## src/rtl/fpm_pkg.sv

```systemverilog
package fpm_pkg;

  typedef enum logic [3:0] {
    S_IDLE,   // row closed or held open, waiting
    S_PRE,    // row strobe high, precharge
    S_ACT,    // row strobe low, row address held
    S_CSET,   // column address and write strobe set up
    S_COL,    // column strobes low
    S_CHI,    // column strobes high before next column cycle
    S_RCAS,   // refresh: column strobes low, row strobe high
    S_RRAS,   // refresh: row strobe low
    S_RPRE    // refresh: precharge afterwards
  } fpmState_t;

  typedef struct packed {
    logic       ras;
    logic [1:0] cas;
    logic       we;
    logic       oe;
    logic       dqOe;
    logic       colSel;
    logic       capture;
    logic       load;
  } fpmStrobe_t;

endpackage

```

## src/rtl/fpm_ctrl.sv

```systemverilog
module fpm_ctrl
  import fpm_pkg::*;
#(
  parameter int T_RP         = 10,
  parameter int T_RCD        = 9,
  parameter int T_CAS        = 4,
  parameter int T_CP         = 2,
  parameter int T_RDSAMP     = 3,
  parameter int T_CSR        = 2,
  parameter int T_RREF       = 12,
  parameter int REF_INTERVAL = 3000
) (
  input  logic       clk,
  input  logic       rstN,
  input  logic       reqValid,
  output logic       reqReady,
  input  logic       rowHit,
  input  logic       curWrite,
  input  logic [1:0] curBe,
  output fpmStrobe_t strobe
);

  localparam int CNT_W = $clog2(T_RP + T_RCD + T_CAS + T_CP + T_CSR + T_RREF + 2);
  localparam int REF_W = $clog2(REF_INTERVAL + 1);

  fpmState_t        state, stateNext;
  logic [CNT_W-1:0] cnt;
  logic [REF_W-1:0] refCnt;
  logic             refTick, refPending, refAfterPre, rowOpen;
  logic             accept, enterRef;

  assign reqReady = (state == S_IDLE) && !refPending;
  assign accept   = reqValid && reqReady;
  assign refTick  = (refCnt == REF_W'(REF_INTERVAL - 1));
  assign enterRef = (stateNext == S_RCAS) && (state != S_RCAS);

  always_comb begin
    stateNext = state;
    unique case (state)
      S_IDLE: begin
        if (refPending)          stateNext = rowOpen ? S_PRE : S_RCAS;
        else if (accept) begin
          if (rowOpen && rowHit) stateNext = S_CSET;
          else if (rowOpen)      stateNext = S_PRE;
          else                   stateNext = S_ACT;
        end
      end
      S_PRE:  if (cnt == CNT_W'(T_RP - 1))   stateNext = refAfterPre ? S_RCAS : S_ACT;
      S_ACT:  if (cnt == CNT_W'(T_RCD - 1))  stateNext = S_CSET;
      S_CSET:                                stateNext = S_COL;
      S_COL:  if (cnt == CNT_W'(T_CAS - 1))  stateNext = S_CHI;
      S_CHI:  if (cnt == CNT_W'(T_CP - 1))   stateNext = S_IDLE;
      S_RCAS: if (cnt == CNT_W'(T_CSR - 1))  stateNext = S_RRAS;
      S_RRAS: if (cnt == CNT_W'(T_RREF - 1)) stateNext = S_RPRE;
      S_RPRE: if (cnt == CNT_W'(T_RP - 1))   stateNext = S_IDLE;
      default:                               stateNext = S_IDLE;
    endcase
  end

  always_ff @(posedge clk) begin
    if (!rstN) begin
      state       <= S_IDLE;
      cnt         <= '0;
      refCnt      <= '0;
      refPending  <= 1'b0;
      refAfterPre <= 1'b0;
      rowOpen     <= 1'b0;
    end else begin
      state  <= stateNext;
      cnt    <= (stateNext != state) ? '0 : cnt + 1'b1;
      refCnt <= refTick ? '0 : refCnt + 1'b1;

      if (refTick)       refPending <= 1'b1;
      else if (enterRef) refPending <= 1'b0;

      if (state == S_IDLE && refPending && rowOpen) refAfterPre <= 1'b1;
      else if (state == S_PRE && stateNext != S_PRE) refAfterPre <= 1'b0;

      if (stateNext == S_ACT)                               rowOpen <= 1'b1;
      else if (stateNext == S_PRE || stateNext == S_RCAS)   rowOpen <= 1'b0;
    end
  end

  always_comb begin
    strobe         = '0;
    strobe.load    = accept;
    strobe.ras     = ((state == S_IDLE) && rowOpen) || (state == S_ACT) ||
                     (state == S_CSET) || (state == S_COL) || (state == S_CHI) ||
                     (state == S_RRAS);
    strobe.colSel  = (state == S_CSET) || (state == S_COL) || (state == S_CHI);
    strobe.we      = ((state == S_CSET) || (state == S_COL)) && curWrite;
    strobe.dqOe    = ((state == S_CSET) || (state == S_COL)) && curWrite;
    strobe.oe      = (state == S_COL) && !curWrite;
    strobe.capture = (state == S_COL) && !curWrite && (cnt == CNT_W'(T_RDSAMP));
    if (state == S_COL)                          strobe.cas = curBe;
    else if (state == S_RCAS || state == S_RRAS) strobe.cas = 2'b11;
  end

endmodule

```

## src/rtl/fpm_datapath.sv

```systemverilog
module fpm_datapath
  import fpm_pkg::*;
#(
  parameter int ROW_W  = 9,
  parameter int COL_W  = 9,
  parameter int DATA_W = 16
) (
  input  logic                   clk,
  input  logic                   rstN,
  input  fpmStrobe_t             strobe,
  input  logic                   reqWrite,
  input  logic [ROW_W+COL_W-1:0] reqAddr,
  input  logic [DATA_W-1:0]      reqWdata,
  input  logic [DATA_W/8-1:0]    reqByteEn,
  output logic                   rowHit,
  output logic                   curWrite,
  output logic [DATA_W/8-1:0]    curBe,
  output logic                   rspValid,
  output logic [DATA_W-1:0]      rspData,
  output logic [ROW_W-1:0]       dramAddr,
  output logic                   dramRasN,
  output logic [DATA_W/8-1:0]    dramCasN,
  output logic                   dramWeN,
  output logic                   dramOeN,
  output logic [DATA_W-1:0]      dramDqOut,
  output logic                   dramDqOe,
  input  logic [DATA_W-1:0]      dramDqIn
);

  localparam int ADDR_W = ROW_W + COL_W;
  localparam int LANES  = DATA_W / 8;

  logic [ROW_W-1:0]  curRow;
  logic [COL_W-1:0]  curCol;
  logic [DATA_W-1:0] curWdata;

  assign rowHit = (reqAddr[ADDR_W-1:COL_W] == curRow);

  always_ff @(posedge clk) begin
    if (!rstN) begin
      curRow   <= '0;
      curCol   <= '0;
      curWdata <= '0;
      curBe    <= '0;
      curWrite <= 1'b0;
    end else if (strobe.load) begin
      curRow   <= reqAddr[ADDR_W-1:COL_W];
      curCol   <= reqAddr[COL_W-1:0];
      curWdata <= reqWdata;
      curBe    <= reqByteEn;
      curWrite <= reqWrite;
    end
  end

  always_ff @(posedge clk) begin
    if (!rstN) begin
      dramRasN  <= 1'b1;
      dramCasN  <= '1;
      dramWeN   <= 1'b1;
      dramOeN   <= 1'b1;
      dramDqOe  <= 1'b0;
      dramAddr  <= '0;
      dramDqOut <= '0;
    end else begin
      dramRasN  <= !strobe.ras;
      dramCasN  <= ~strobe.cas;
      dramWeN   <= !strobe.we;
      dramOeN   <= !strobe.oe;
      dramDqOe  <= strobe.dqOe;
      dramAddr  <= strobe.colSel ? ROW_W'(curCol) : curRow;
      dramDqOut <= curWdata;
    end
  end

  always_ff @(posedge clk) begin
    if (!rstN) rspValid <= 1'b0;
    else       rspValid <= strobe.capture;
  end

  for (genvar l = 0; l < LANES; l++) begin : g_lane
    always_ff @(posedge clk) begin
      if (!rstN)               rspData[l*8 +: 8] <= '0;
      else if (strobe.capture) rspData[l*8 +: 8] <= curBe[l] ? dramDqIn[l*8 +: 8] : 8'h00;
    end
  end

endmodule

```

## src/rtl/fpm_dram_ctrl.sv

```systemverilog
module fpm_dram_ctrl
  import fpm_pkg::*;
#(
  parameter int ROW_W        = 9,
  parameter int COL_W        = 9,
  parameter int DATA_W       = 16,
  parameter int T_RP         = 10,
  parameter int T_RCD        = 9,
  parameter int T_CAS        = 4,
  parameter int T_CP         = 2,
  parameter int T_RDSAMP     = 3,
  parameter int T_CSR        = 2,
  parameter int T_RREF       = 12,
  parameter int REF_INTERVAL = 3000
) (
  input  logic                   clk,
  input  logic                   rstN,
  input  logic                   reqValid,
  output logic                   reqReady,
  input  logic                   reqWrite,
  input  logic [ROW_W+COL_W-1:0] reqAddr,
  input  logic [DATA_W-1:0]      reqWdata,
  input  logic [1:0]             reqByteEn,
  output logic                   rspValid,
  output logic [DATA_W-1:0]      rspData,
  output logic [ROW_W-1:0]       dramAddr,
  output logic                   dramRasN,
  output logic                   dramCasLN,
  output logic                   dramCasUN,
  output logic                   dramWeN,
  output logic                   dramOeN,
  output logic [DATA_W-1:0]      dramDqOut,
  output logic                   dramDqOe,
  input  logic [DATA_W-1:0]      dramDqIn
);

  fpmStrobe_t strobe;
  logic       rowHit, curWrite;
  logic [1:0] curBe, casN;

  fpm_ctrl #(
    .T_RP(T_RP), .T_RCD(T_RCD), .T_CAS(T_CAS), .T_CP(T_CP),
    .T_RDSAMP(T_RDSAMP), .T_CSR(T_CSR), .T_RREF(T_RREF),
    .REF_INTERVAL(REF_INTERVAL)
  ) uCtrl (
    .clk(clk), .rstN(rstN), .reqValid(reqValid), .reqReady(reqReady),
    .rowHit(rowHit), .curWrite(curWrite), .curBe(curBe), .strobe(strobe)
  );

  fpm_datapath #(.ROW_W(ROW_W), .COL_W(COL_W), .DATA_W(DATA_W)) uData (
    .clk(clk), .rstN(rstN), .strobe(strobe),
    .reqWrite(reqWrite), .reqAddr(reqAddr), .reqWdata(reqWdata), .reqByteEn(reqByteEn),
    .rowHit(rowHit), .curWrite(curWrite), .curBe(curBe),
    .rspValid(rspValid), .rspData(rspData),
    .dramAddr(dramAddr), .dramRasN(dramRasN), .dramCasN(casN),
    .dramWeN(dramWeN), .dramOeN(dramOeN), .dramDqOut(dramDqOut),
    .dramDqOe(dramDqOe), .dramDqIn(dramDqIn)
  );

  assign dramCasLN = casN[0];
  assign dramCasUN = casN[1];

endmodule

```

## config.mk

```make
export PLATFORM = sky130hd
export DESIGN_NAME = fpm_dram_ctrl
export DESIGN_NICKNAME = d
export VERILOG_FILES = /design/src/rtl/fpm_pkg.sv /design/src/rtl/fpm_ctrl.sv /design/src/rtl/fpm_datapath.sv /design/src/rtl/fpm_dram_ctrl.sv
export SDC_FILE = /design/constraint.sdc
export NUM_CORES = 1
export LEC_CHECK = 0
export ABC_AREA = 1
export BUFFER_PORTS_ARGS = -buffer_cell sky130_fd_sc_hd__buf_2
export CAP_MARGIN = 10
export CORE_UTILIZATION = 48
export DETAILED_ROUTE_END_ITERATION = 7
export GPL_ROUTABILITY_DRIVEN = 0
export GPL_TIMING_DRIVEN = 0
export HOLD_SLACK_MARGIN = 0.12
export PLACE_DENSITY = 0.79
export SLEW_MARGIN = 25
export SYNTH_ARGS = -nofsm -noshare
export SYNTH_HDL_FRONTEND = slang
export SYNTH_SLANG_ARGS = --single-unit
```

## constraint.sdc

```tcl
create_clock -name clk -period 1.58 [get_ports clk]
set_input_delay 0.237 -clock clk [delete_from_list [all_inputs] [get_ports clk]]
set_output_delay 0.237 -clock clk [all_outputs]
set_load 0.005 [all_outputs]
```

* After elaboration in Yosys (flattened, before gate mapping)
Cells that the tools add are included.
Word-level totals: bits in registers 110, output and inout port bits 49, logic and storage cells 102
Operators by class: add/sub/neg operators 2, equality and inequality tests 21, muxes and demuxes 25, bitwise logic cells 2, reduce and logical (&&, ||, !) cells 31
Operator list (number):
- 4-bit 2-to-1 mux | 10
- 4-bit case mux with 9 select lines | 1
- 4-bit by 3-bit equality test with 1-bit output, second input constant | 5
- 6-bit by 4-bit equality test with 1-bit output, second input constant | 3
- 8-bit 2-to-1 mux | 2
- 12-bit by 1-bit adder with 12-bit output, second input constant | 1
- 12-bit equality test, second input constant | 1
- 4-bit by 2-bit equality test with 1-bit output, second input constant | 3
- 1-bit logical AND | 11
- 9-bit equality test | 1
- 1-bit logical OR | 9
- 9-bit 2-to-1 mux | 1
- 4-bit by 1-bit equality test with 1-bit output, second input constant | 2
- 6-bit by 1-bit adder with 6-bit output, second input constant | 1
- 6-bit by 1-bit equality test with 1-bit output, second input constant | 1
- 6-bit by 2-bit equality test with 1-bit output, second input constant | 1
- 1-bit 2-to-1 mux | 6
- 2-bit 2-to-1 mux | 3
- 3-bit 2-to-1 mux | 2
- 2-bit nonzero test | 3
- 1-bit zero test | 5
- 4-bit equality test, second input constant | 1
- 4-bit zero test | 1
- 4-bit by 1-bit != test with 1-bit output, second input constant | 1
- 5 further kinds | 6

* Longest topological paths before layout
Gate-level depths: netlist (run 1).
depth after elaboration 10, gate-level depth with buffers 14, gate-level depth less buffers 14

* Modules after synthesis
A second synthesis (run 1) with hierarchy kept.
Second synthesis, totals: cell total of the unflattened synthesis 598, area total of the unflattened synthesis 4449.3 sq um
By module, submodules not included:
- fpm_datapath | instances 1, cells an instance 365, area each 2916.5 sq um, seq. area each 1701.6 sq um
- fpm_ctrl | instances 1, cells an instance 233, area each 1532.7 sq um, seq. area each 500.5 sq um

* Least setup slack after synthesis (run 1)
Ideal clock, no wire load.
path type reg-to-reg, start register uCtrl.cnt[0], end register uCtrl.cnt[0], setup time 0.066 ns, arrival time 1.656 ns, data required time 1.514 ns, slack -0.142 ns, cell stages (with the launch flop) 11, period minus slack after synthesis 1.722 ns, cell sequence dfxtp_1 ha_1 nand2_1 o21ai_2 nand3_1 nor2_2 nand2_2 xor2_1 a21oi_2 nand3b_2 nor2_1
On the way: longest elaborated chain between the ends 5
Ends and longest elaborated chain:
- from (decl) | RTL line fpm_ctrl.sv:27 | logic [CNT_W-1:0] cnt;
- from (signal assigned) | RTL line fpm_ctrl.sv:70 | cnt <= (stateNext != state) ? '0 : cnt + 1'b1;
- 6-bit by 4-bit equality test with 1-bit output, or another cell as far along | RTL line fpm_ctrl.sv:48, fpm_ctrl.sv:55
- 4-bit 2-to-1 mux, or another cell as far along | RTL line fpm_ctrl.sv:55 | S_RPRE: if (cnt == CNT_W'(T_RP - 1)) stateNext = S_IDLE;
- 4-bit case mux with 9 select lines | RTL line fpm_ctrl.sv:39 | unique case (state)
- 4-bit != test | RTL line fpm_ctrl.sv:70
- 2-bit OR reduction (no line)
Parallel ways exist; a longest one is shown, timed or not. A chain may end at the register's enable or synchronous reset.

* Final worst setup path (run 1)
start register uCtrl.state[0], end register uCtrl.cnt[1]
On the way: longest elaborated chain between the ends 8
Ends and longest elaborated chain:
- from (decl) | RTL line fpm_ctrl.sv:26 | fpmState_t state, stateNext;
- from (signal assigned) | RTL line fpm_ctrl.sv:69 | state <= stateNext;
- 4-bit zero test | RTL line fpm_ctrl.sv:32, fpm_ctrl.sv:39
- 1-bit logical AND | RTL line fpm_ctrl.sv:32 | assign reqReady = (state == S_IDLE) && !refPending;
- 1-bit logical AND | RTL line fpm_ctrl.sv:33 | assign accept = reqValid && reqReady;
- 4-bit 2-to-1 mux | RTL line fpm_ctrl.sv:42 | else if (accept) begin
- 4-bit 2-to-1 mux | RTL line fpm_ctrl.sv:41 | if (refPending) stateNext = rowOpen ? S_PRE : S_RCAS;
- 4-bit case mux with 9 select lines | RTL line fpm_ctrl.sv:39
- 4-bit != test * | RTL line fpm_ctrl.sv:70
- 2-bit OR reduction (no line) *
Every way passes the cells marked *; elsewhere a longest branch is shown, timed or not.

==> results.py, run 1 <==
metrics = {
    "critical_path": {
        "crit_chain": "clkinvlp_4, nor2_4, nand2_2, nor2_4, nand2_1, nand2_2, nor2_4, nand2_2, xor2_2, a21oi_4, nand3b_4, nor2_1",
        "r2r_setup_slack_ns": -0.32,
        "worst-path-buf-inv": 1,
        "crit_fanout": 6,
        "reg2reg_depth": 12,
        "cp_data_required_time_ns": 1.89,
        "end_kind": "register",
        "crit_path_max_incr_delay_ns": 0.40,
        "slowest_stage": "dfxtp_4",
        "rr_endpoint": "uCtrl.cnt[1]",
        "r2r_start": "uCtrl.state[0]",
        "cp.arrival_ns": 2.21,
        "cp_top_family": "simple AND/OR/NAND/NOR gates",
        "start_kind": "register",
        "worstSetupPathType": "reg -> reg",
    },
    "drt": {
        "routed_wirelength_mm": 12.5,
        "vias": 4346,
        "drc_errors": 0,
        "dr.pass1.iters": 5,
        "ant_nets": 0,
        "initialDrtViolationCount": 184,
        "via_per_inst": 5.14,
        "avgRoutedWirePerCell_um": 14.8,
    },
    "sta": {
        "whs_ns": 0.115,
        "fmax_mhz": 527,
        "rsz0062_at_grt": "true",
        "tns_ns": -3.77,
        "relSlewSlack_pct": 61.5,
        "finalCritPeriodShare_pct": 120,
        "hold_viol": 0,
        "timing.final.ws_setup_ns": -0.318,
        "maxSlewViolCount": 0,
        "finClkSkew_ns": 0.00953,
        "worst_pin_slew_ns": 0.578,
        "min_period_ns": 1.90,
        "setup_viol": 32,
    },
    "synthesis": {
        "synth-seq-area-share_pct": 51.3,
        "yosys.area.top_type": "dfxtp_1",
        "synth.avg_cell_area_um2": 7.79,
        "yosys_warnings": 0,
        "async_flop_share_pct": 0,
        "synth_cells": 551,
        "synth-seq-cells": 110,
        "netlist_area_mm2": 0.00429,
        "synth_most_common_cell": "nor2_1",
        "synth_commonest_cells": "nor2_1, dfxtp_1, nand2_1, inv_1, o21ai_0",
        "synth.distinct_cells": 36,
        "synth_edf_count": 0,
        "synth_top_area_share_pct": 51.3,
        "synthesis.nets": 611,
        "synth_ff_type": "dfxtp_1",
        "synthTopCellsByArea": "dfxtp_1, nor2_1, nand2_1",
    },
    "clocking": {
        "clk_pin_slew_ns": 0.11,
        "cts_inserted_buffers": 9,
        "clk_latency_ns": 0.37,
        "cts_tree": "yes",
        "cts_sinks": 110,
        "ctsRootBufferMaster": "clkbuf_8",
        "htreeDepth": 3,
        "max-clock-path-buffers": 2,
    },
    "floorplanning": {
        "floorplan.rows": 34,
        "die_h_um": 96.6,
        "die_w_um": 96.6,
        "io_pins": 105,
        "core-area_mm2": 0.00868,
        "initial_core_util_pct": 49.5,
        "dieArea_mm2": 0.00932,
    },
    "global_route": {
        "grt_antenna_before_repair": 0,
        "grt_max_degree": 22,
        "grt_pass1_vias": 4073,
        "overflow": 0,
        "track_usage_pct": 24.8,
        "grt_first_pass_wirelength_mm": 17.7,
    },
    "final_layout": {
        "nets": 792,
        "antennaDiodeCount": 0,
        "drive_gt1_share_pct": 34.7,
        "syn2layout_area_growth_pct": 44.1,
    },
    "hold_path": {
        "min_path_type": "in -> reg",
        "holdPathStages": 3,
        "min_to": "uData.curCol[5]",
        "hold_start": "reqAddr[5]",
    },
    "outcome": {
        "violations": "setup timing",
        "outcome": "finished, violations left",
    },
    "placement": {
        "place_hpwl_mm": 7.31,
        "io_buffers": 103,
    },
    "pwr": {
        "powerDensity_mw_per_mm2": 1430,
        "ir_drop_v": 0.000878,
        "p_leak_nw": 2.91,
    },
    "job": {
        "maxCapViolCount": 0,
    },
}
==> worst register-to-register path: stages (launching register included) <==
cell and delay [ns]:
dfxtp_4 0.40, clkinvlp_4 0.19, nor2_4 0.22, nand2_2 0.11
nor2_4 0.12, nand2_1 0.08, nand2_2 0.08, nor2_4 0.04
nand2_2 0.09, xor2_2 0.09, a21oi_4 0.15, nand3b_4 0.15
nor2_1 0.12
==> through the flow <==
step / std cells / setup WS [ns] / area [µm²] / total power, mW / util (%)
6_report: 845 / -0.318 / 6180 / 8.83 / 71.3
5_1_grt: 845 / -0.412 / 6180 / 9.33 / 71.3
4_1_cts: 827 / -0.177 / 5840 / 8.37 / 67.3
3_5_place_dp: 762 / -0.313 / 5020 / 6.02 / 57.9
3_3_place_gp: 762 / -0.265 / 5020 / 5.93 / 57.9
2_1_floorplan: 551 / -0.0268 / 4370 / 5.29 / -
==> layout by cell type, fill, tap and decap left out, types with 7 or more instances in the layout <==
master,instances
o21ai_1,20
clkbuf_8,9
nand3_2,7
clkbuf_1,9
nand3_1,39
buf_6,8
inv_1,45
dlygate4sd3_1,31
nor2_1,97
nand2_1,60
buf_4,33
dfxtp_4,9
buf_2,107
nor3_1,9
dfxtp_1,97
nand2_2,9
nor2_2,9
o21ai_0,27
xor2_1,8
nor2_4,12
a21oi_1,17
inv_2,7
==> layout make-up <==
type,count,area (µm²)
clock inverter,7,98.8
multi-input combinational,361,2100
buffer,21,114
timing repair buffer,172,1140
fill,648,2490
tap,108,135
clock buffer,9,124
sequential,110,2240
inverter,57,228
==> where the power goes <==
part / switching, mW / internal (mW) / leakage (nW)
Sequential: 0.330 / 3.32 / 0.908
Clock: 1.05 / 0.783 / 0.108
Combinational: 1.94 / 1.41 / 1.90
==> how the worst max path moves through the flow <==
stage	from	endpoint	slack (ns)	cells after the start
global route	uCtrl.state[0]	uCtrl.cnt[2]	-0.41	12
global placement	uCtrl.state[3]	uData.dramAddr[5]	-0.27	9
detailed placement	uCtrl.state[0]	uData.rspData[12]	-0.31	8
CTS	uCtrl.cnt[4]	uCtrl.cnt[0]	-0.18	10
floorplan	uCtrl.cnt[0]	uCtrl.cnt[0]	-0.03	10
finish	uCtrl.state[0]	uCtrl.cnt[1]	-0.32	12
==> logic make-up after synthesis <==
kind of cell,synth area share (%)
AO/OA/AOI/OAI,9.56
buffers and inverters,7.38
adder cells (fa/ha/maj),1.17
AND/OR/NAND/NOR,27.7
XOR/XNOR,2.86
flip-flops,51.3
==> sequential cells by signal, indices dropped and copies added (netlist names) <==
register	flops
uData.dramWeN	1
uData.curCol	9
uData.dramRasN	1
uCtrl.rowOpen	1
uData.curBe	2
uData.curWdata	16
uData.curRow	9
uData.rspValid	1
uData.dramCasN	2
uData.curWrite	1
uCtrl.refCnt	12
uData.dramAddr	9
uData.dramDqOut	16
uData.dramDqOe	1
uCtrl.refAfterPre	1
uCtrl.cnt	6
uData.dramOeN	1
uCtrl.refPending	1
uData.rspData	16
uCtrl.state	4
==> repair_timing <==
| action | 4_1_cts | 5_1_grt |
|---|---|---|
| endpoints found under the setup margin | 65 | 83 |
| pin swaps | 23 | 29 |
| gates cloned | 0 | 1 |
| hold buffers | 27 | 4 |
| endpoints found under the hold margin | 27 | 4 |
| resized for setup | 51 | 92 |
| setup buffers | 23 | 14 |
==> per-layer routing <==
metal / GRT usage (%) / vias to the layer above / wire length [µm]
li1: - / 2127 / -
met1: 26.9 / 2002 / 4770
met2: 46.4 / 182 / 6620
met3: 5.63 / 35 / 742
met4: 9.80 / 0 / 364
met5: 0 / - / 0
No activity file was read; power rests on OpenSTA's default activity.
==> inputs of run 2 (changes only) <==
--- a/config.mk
+++ b/config.mk
@@ -6,14 +6,14 @@
 export NUM_CORES = 1
 export LEC_CHECK = 0
 export ABC_AREA = 1
-export BUFFER_PORTS_ARGS = -buffer_cell sky130_fd_sc_hd__buf_2
 export CAP_MARGIN = 10
-export CORE_UTILIZATION = 48
+export CORE_UTILIZATION = 65
 export DETAILED_ROUTE_END_ITERATION = 7
+export DONT_BUFFER_PORTS = 1
 export GPL_ROUTABILITY_DRIVEN = 0
 export GPL_TIMING_DRIVEN = 0
 export HOLD_SLACK_MARGIN = 0.12
-export PLACE_DENSITY = 0.79
+export PLACE_DENSITY = 0.84
 export SLEW_MARGIN = 25
 export SYNTH_ARGS = -nofsm -noshare
 export SYNTH_HDL_FRONTEND = slang
==> constraint.sdc (replaced) <==
create_clock -name clk -period 2.3 [get_ports clk]
set_input_delay 0.345 -clock clk [delete_from_list [all_inputs] [get_ports clk]]
set_output_delay 0.345 -clock clk [all_outputs]
set_load 0.005 [all_outputs]
==> run 2 against run 1 <==
Effect of this change: the run now ends clean; critical path depth down 3; register-to-register slack better by 0.50 ns; fmax down 10%; flip-flop and latch count unchanged; total power down 43%; sequential share of layout area up 9.9 points; wire length down 22%; setup slack better by 0.50 ns; clock power down 36%; global-route usage up 3.8 points; final area down 23%; critical endpoint is now uCtrl.cnt[4]; largest cell class unchanged.
==> results.py, run 2 (synthesized netlist as in run 1, its figures left out) <==
metrics = {
    "drt": {
        "drc_errors": 0,
        "avgRoutedWirePerCell_um": 14.7,
        "ant_nets": 0,
        "routed_wirelength_mm": 9.72,
        "dr.pass1.iters": 5,
        "vias": 3697,
        "via_per_inst": 5.58,
        "initialDrtViolationCount": 302,
    },
    "critical_path": {
        "cp_data_required_time_ns": 2.62,
        "end_kind": "register",
        "r2r_setup_slack_ns": 0.18,
        "cp.arrival_ns": 2.43,
        "start_kind": "register",
        "crit_fanout": 6,
        "worstSetupPathType": "reg -> reg",
    },
    "clocking": {
        "cts_inserted_buffers": 9,
        "cts_resized": 0,
        "ctsRootBufferMaster": "clkbuf_8",
        "cts_sinks": 110,
        "htreeDepth": 3,
        "cts_tree": "yes",
        "clk_pin_slew_ns": 0.12,
        "max-clock-path-buffers": 2,
        "clk_latency_ns": 0.38,
    },
    "floorplanning": {
        "io_pins": 105,
        "initial_core_util_pct": 67.6,
        "dieArea_mm2": 0.00693,
        "floorplan.rows": 29,
        "core-area_mm2": 0.00635,
        "die_w_um": 83.3,
        "die_h_um": 83.3,
    },
    "sta": {
        "whs_ns": 0.125,
        "fmax_mhz": 472,
        "setup_viol": 0,
        "relSlewSlack_pct": 62.7,
        "maxSlewViolCount": 0,
        "worst_pin_slew_ns": 0.556,
        "tns_ns": 0,
        "finalCritPeriodShare_pct": 92.1,
        "finClkSkew_ns": 0.0119,
        "min_period_ns": 2.12,
        "hold_viol": 0,
    },
    "pwr": {
        "ir_drop_v": 0.000813,
        "p_leak_nw": 2.11,
        "powerDensity_mw_per_mm2": 1060,
    },
    "global_route": {
        "grt_max_degree": 23,
        "grt_antenna_before_repair": 0,
        "overflow": 0,
        "track_usage_pct": 28.6,
        "grt_pass1_vias": 3600,
        "grt_first_pass_wirelength_mm": 16.0,
    },
    "final_layout": {
        "largestRegisters": "uData.curWdata x16, uData.dramDqOut x16, uData.rspData x16",
        "nets": 640,
        "syn2layout_area_growth_pct": 11.2,
        "final_common_cell": "nor2_1",
        "antennaDiodeCount": 0,
        "final_util_pct": 75.2,
        "final_cell_mix": "nor2_1, dfxtp_1, nand2_1, inv_1, o21ai_0",
        "drive_gt1_share_pct": 6.67,
        "fillCellCount": 427,
    },
    "job": {
        "maxCapViolCount": 0,
    },
    "hold_path": {
        "min_path_type": "in -> reg",
    },
    "placement": {
        "place_hpwl_mm": 6.66,
        "io_buffers": 0,
    },
    "outcome": {
        "outcome": "complete, no violations",
    },
}
==> run 2: cell types whose count changed in the layout (fill, tap and decap cells not counted), sizes merged <==
cell	previous run	this run
clkinv	4	5
clkinvlp	2	0
buf	150	6
inv	57	59
bufinv	1	0
clkbuf	21	28
dlygate4sd3	31	16
==> run 2: path summary, 6_finish.rpt <==
kind | end | cells past startpoint | start
hold / removal | uData.curCol[4] | 2 | reqAddr[4]
setup reg to reg | uCtrl.cnt[4] | 9 | uCtrl.state[2]
setup / recovery | uCtrl.cnt[4] | 9 | uCtrl.state[2]
hold reg to reg | uData.dramDqOut[12] | 2 | uData.curWdata[12]
==> run 2: critical path, cell delays in order, from the launching register on <==
cell and delay, ns:
dfxtp_1 0.39, nor2_2 0.21, inv_1 0.08, nor3_1 0.44, nand4_1 0.26, nand3b_4 0.14, nor2_2 0.08, xor2_1 0.17
nand3b_2 0.17, nor2_1 0.12
==> run 2: report_power, final <==
part           switching, mW  total (mW)  leakage [nW]  internal [mW]
logic                  0.927        1.39          1.11          0.460
registers              0.226        2.50         0.900           2.27
clock network          0.739        1.18         0.105          0.442
total                   1.89        5.07          2.11           3.18
==> run 2: metrics by stage <==
step / cells / instance area (µm²) / worst slack (ns) / power, mW
6_report: 662 / 4770 / 0.182 / 5.07
5_1_grt: 662 / 4770 / -0.00671 / 5.39
4_1_cts: 660 / 4760 / 0.221 / 5.07
3_5_place_dp: 628 / 4390 / 0.250 / 3.88
3_3_place_gp: 628 / 4390 / 0.326 / 3.82
2_1_floorplan: 551 / 4290 / 0.578 / 3.53
==> run 2: timing repair <==
| item | 4_1_cts | 5_1_grt |
|---|---|---|
| endpoints found under the setup margin | 0 | 4 |
| hold endpoints to repair | 16 | 0 |
| hold buffers | 16 | 0 |
| buffers inserted | 0 | 2 |
==> run 2: routing by layer <==
metal  routed length [µm]  up-vias  global-route usage (%)
li1                     -     1816                       -
met1                 4140     1718                    35.5
met2                 4690      142                    47.2
met3                  687       21                    6.86
met4                  199        0                    12.9
met5                    0        -                       0
==> run 2: layout make-up <==
class	count	area [µm²]	share of cell area, %
Buffer	23	103	2.15
Timing Repair Buffer	18	175	3.67
Sequential cell	110	2200	46.1
Multi-Input combinational cell	361	1770	37.1
Tap cell	77	96.3	2.02
Inverter	57	214	4.48
Clock buffer	9	124	2.60
Clock inverter	7	86.3	1.81
==> inputs of run 3 (changes only) <==
--- a/config.mk
+++ b/config.mk
@@ -7,13 +7,15 @@
 export LEC_CHECK = 0
 export ABC_AREA = 1
 export CAP_MARGIN = 10
-export CORE_UTILIZATION = 65
+export CELL_PAD_IN_SITES_DETAIL_PLACEMENT = 0
+export CELL_PAD_IN_SITES_GLOBAL_PLACEMENT = 1
+export CORE_UTILIZATION = 48
 export DETAILED_ROUTE_END_ITERATION = 7
 export DONT_BUFFER_PORTS = 1
 export GPL_ROUTABILITY_DRIVEN = 0
 export GPL_TIMING_DRIVEN = 0
 export HOLD_SLACK_MARGIN = 0.12
-export PLACE_DENSITY = 0.84
+export PLACE_DENSITY = 0.85
 export SLEW_MARGIN = 25
 export SYNTH_ARGS = -nofsm -noshare
 export SYNTH_HDL_FRONTEND = slang
==> run 3 against run 2 <==
Effect of this change: wire length is 2.0% higher; sequential power hardly changed; sequential share of layout area is 1.5 points lower; critical path depth stayed put; core utilization is 18 points lower; combinational power hardly changed; global-route usage is 6.7 points lower; non-clock buffer count is 12 higher; via count is 2.8% lower; register-to-register slack worse by 0.03 ns; hold slack better by 0.017 ns; clock skew is 0.0069 ns higher; critical path type unchanged; largest cell class unchanged; highest routed layer unchanged.
==> results.py, run 3 (synthesized netlist as in run 1, its figures left out) <==
metrics = {
    "clocking": {
        "cts_sinks": 110,
        "clk_pin_slew_ns": 0.12,
        "cts_tree": "yes",
        "ctsRootBufferMaster": "clkbuf_8",
        "htreeDepth": 3,
        "max-clock-path-buffers": 2,
        "clk_latency_ns": 0.38,
        "cts_inserted_buffers": 9,
    },
    "final_layout": {
        "nets": 652,
        "antennaDiodeCount": 0,
        "syn2layout_area_growth_pct": 14.9,
        "final_cell_mix": "nor2_1, dfxtp_1, nand2_1, inv_1, o21ai_0",
        "final_util_pct": 56.8,
        "stdcell_count": 705,
        "largestRegisters": "uData.curWdata x16, uData.dramDqOut x16, uData.rspData x16",
        "drive_gt1_share_pct": 6.53,
        "final_area_mm2": 0.00493,
        "final_common_cell": "nor2_1",
    },
    "job": {
        "maxCapViolCount": 0,
    },
    "drt": {
        "avgRoutedWirePerCell_um": 14.1,
        "vias": 3595,
        "dr.pass1.iters": 8,
        "initialDrtViolationCount": 162,
        "drc_errors": 0,
        "via_per_inst": 5.10,
        "routed_wirelength_mm": 9.91,
        "ant_nets": 0,
    },
    "outcome": {
        "outcome": "complete, no violations",
    },
    "critical_path": {
        "cp_data_required_time_ns": 2.60,
        "crit_chain": "nor2_2, inv_1, nor3_1, nand4_1, nand3b_4, nor2_2, xor2_1, nand3b_2, nor2_1",
        "start_kind": "register",
        "crit_fanout": 6,
        "cp.arrival_ns": 2.45,
        "worstSetupPathType": "reg -> reg",
        "slowest_stage": "nor3_1",
        "cpMostUsedCell": "nor2_2",
        "end_kind": "register",
        "crit_path_max_incr_delay_ns": 0.40,
    },
    "pwr": {
        "ir_drop_v": 0.000539,
        "power.total_mw": 5.08,
        "powerDensity_mw_per_mm2": 1030,
        "p_leak_nw": 2.16,
    },
    "sta": {
        "worst_pin_slew_ns": 0.608,
        "finClkSkew_ns": 0.0188,
        "fmax_mhz": 465,
        "maxSlewViolCount": 0,
        "setup_viol": 0,
        "timing.final.ws_setup_ns": 0.148,
        "finalCritPeriodShare_pct": 93.6,
        "hold_viol": 0,
        "whs_ns": 0.142,
        "rsz0062_at_grt": "false",
        "tns_ns": 0,
        "relSlewSlack_pct": 59.5,
        "min_period_ns": 2.15,
    },
    "hold_path": {
        "min_path_type": "in -> reg",
    },
    "global_route": {
        "grt_max_degree": 23,
        "overflow": 0,
        "grt_antenna_before_repair": 0,
        "track_usage_pct": 21.9,
        "grt_first_pass_wirelength_mm": 15.5,
        "grt_pass1_vias": 3332,
    },
    "placement": {
        "io_buffers": 0,
        "place_hpwl_mm": 6.95,
        "dpl.cell_count": 659,
        "dpl_cell_area_mm2": 0.00443,
        "dp_slack_ns": 0.242,
    },
    "floorplanning": {
        "dieArea_mm2": 0.00932,
        "die_h_um": 96.6,
        "floorplan.rows": 34,
        "initial_core_util_pct": 49.5,
        "core-area_mm2": 0.00868,
        "io_pins": 105,
        "die_w_um": 96.6,
    },
}
==> run 3: cell count changes in the layout (fill, tap and decap cells not counted) <==
cell / previous run / this run
inv_6: 1 / 2
clkinv_4: 2 / 0
clkinvlp_4: 0 / 1
dlygate4sd3_1: 16 / 28
==> run 3: timing repair <==
item,in CTS,in global routing
setup endpoints to repair,0,1
setup buffers,0,2
resized for setup,0,0
endpoints found under the hold margin,28,0
hold buffers,28,0
==> run 3: path summary, 6_finish.rpt <==
| kind | start | to | slack [ns] | cells after the start |
|---|---|---|---|---|
| worst max-delay path | uCtrl.state[2] | uCtrl.cnt[0] | 0.15 | 9 |
| worst min-delay path | reqAddr[15] | uData.curRow[6] | 0.14 | 2 |
| worst max register to register | uCtrl.state[2] | uCtrl.cnt[0] | 0.15 | 9 |
| worst min register to register | uData.curWdata[5] | uData.dramDqOut[5] | 0.43 | 2 |
==> run 3: final cells by class <==
| type | instances | area (µm²) |
|---|---|---|
| repair buffers | 30 | 295 |
| clock inverters | 7 | 85.1 |
| well taps | 108 | 135 |
| multi-input cells | 361 | 1770 |
| fillers | 832 | 3750 |
| clock buffers | 9 | 124 |
| inverters | 57 | 214 |
| plain buffers | 23 | 103 |
| flip-flops and latches | 110 | 2200 |
==> run 3: metal layers <==
metal / vias up / global-route usage [%] / routed length [µm]
li1: 1839 / - / -
met1: 1639 / 27.5 / 4530
met2: 107 / 36.1 / 4640
met5: - / 0 / 0
met4: 0 / 7.72 / 137
met3: 10 / 5.95 / 597
==> run 3: critical path, delay by kind of cell (launching register included) <==
kind | cells | cell delay, ns
xor+xnor | 1 | 0.17
buf+inv | 1 | 0.09
flops | 1 | 0.38
simple gates | 7 | 1.45
==> run 3: power breakdown <==
| group | total, mW | switching [mW] | leakage (nW) | internal (mW) |
|---|---|---|---|---|
| Clock | 1.19 | 0.743 | 0.101 | 0.443 |
| Combinational | 1.40 | 0.932 | 1.16 | 0.472 |
| Sequential | 2.49 | 0.218 | 0.900 | 2.27 |
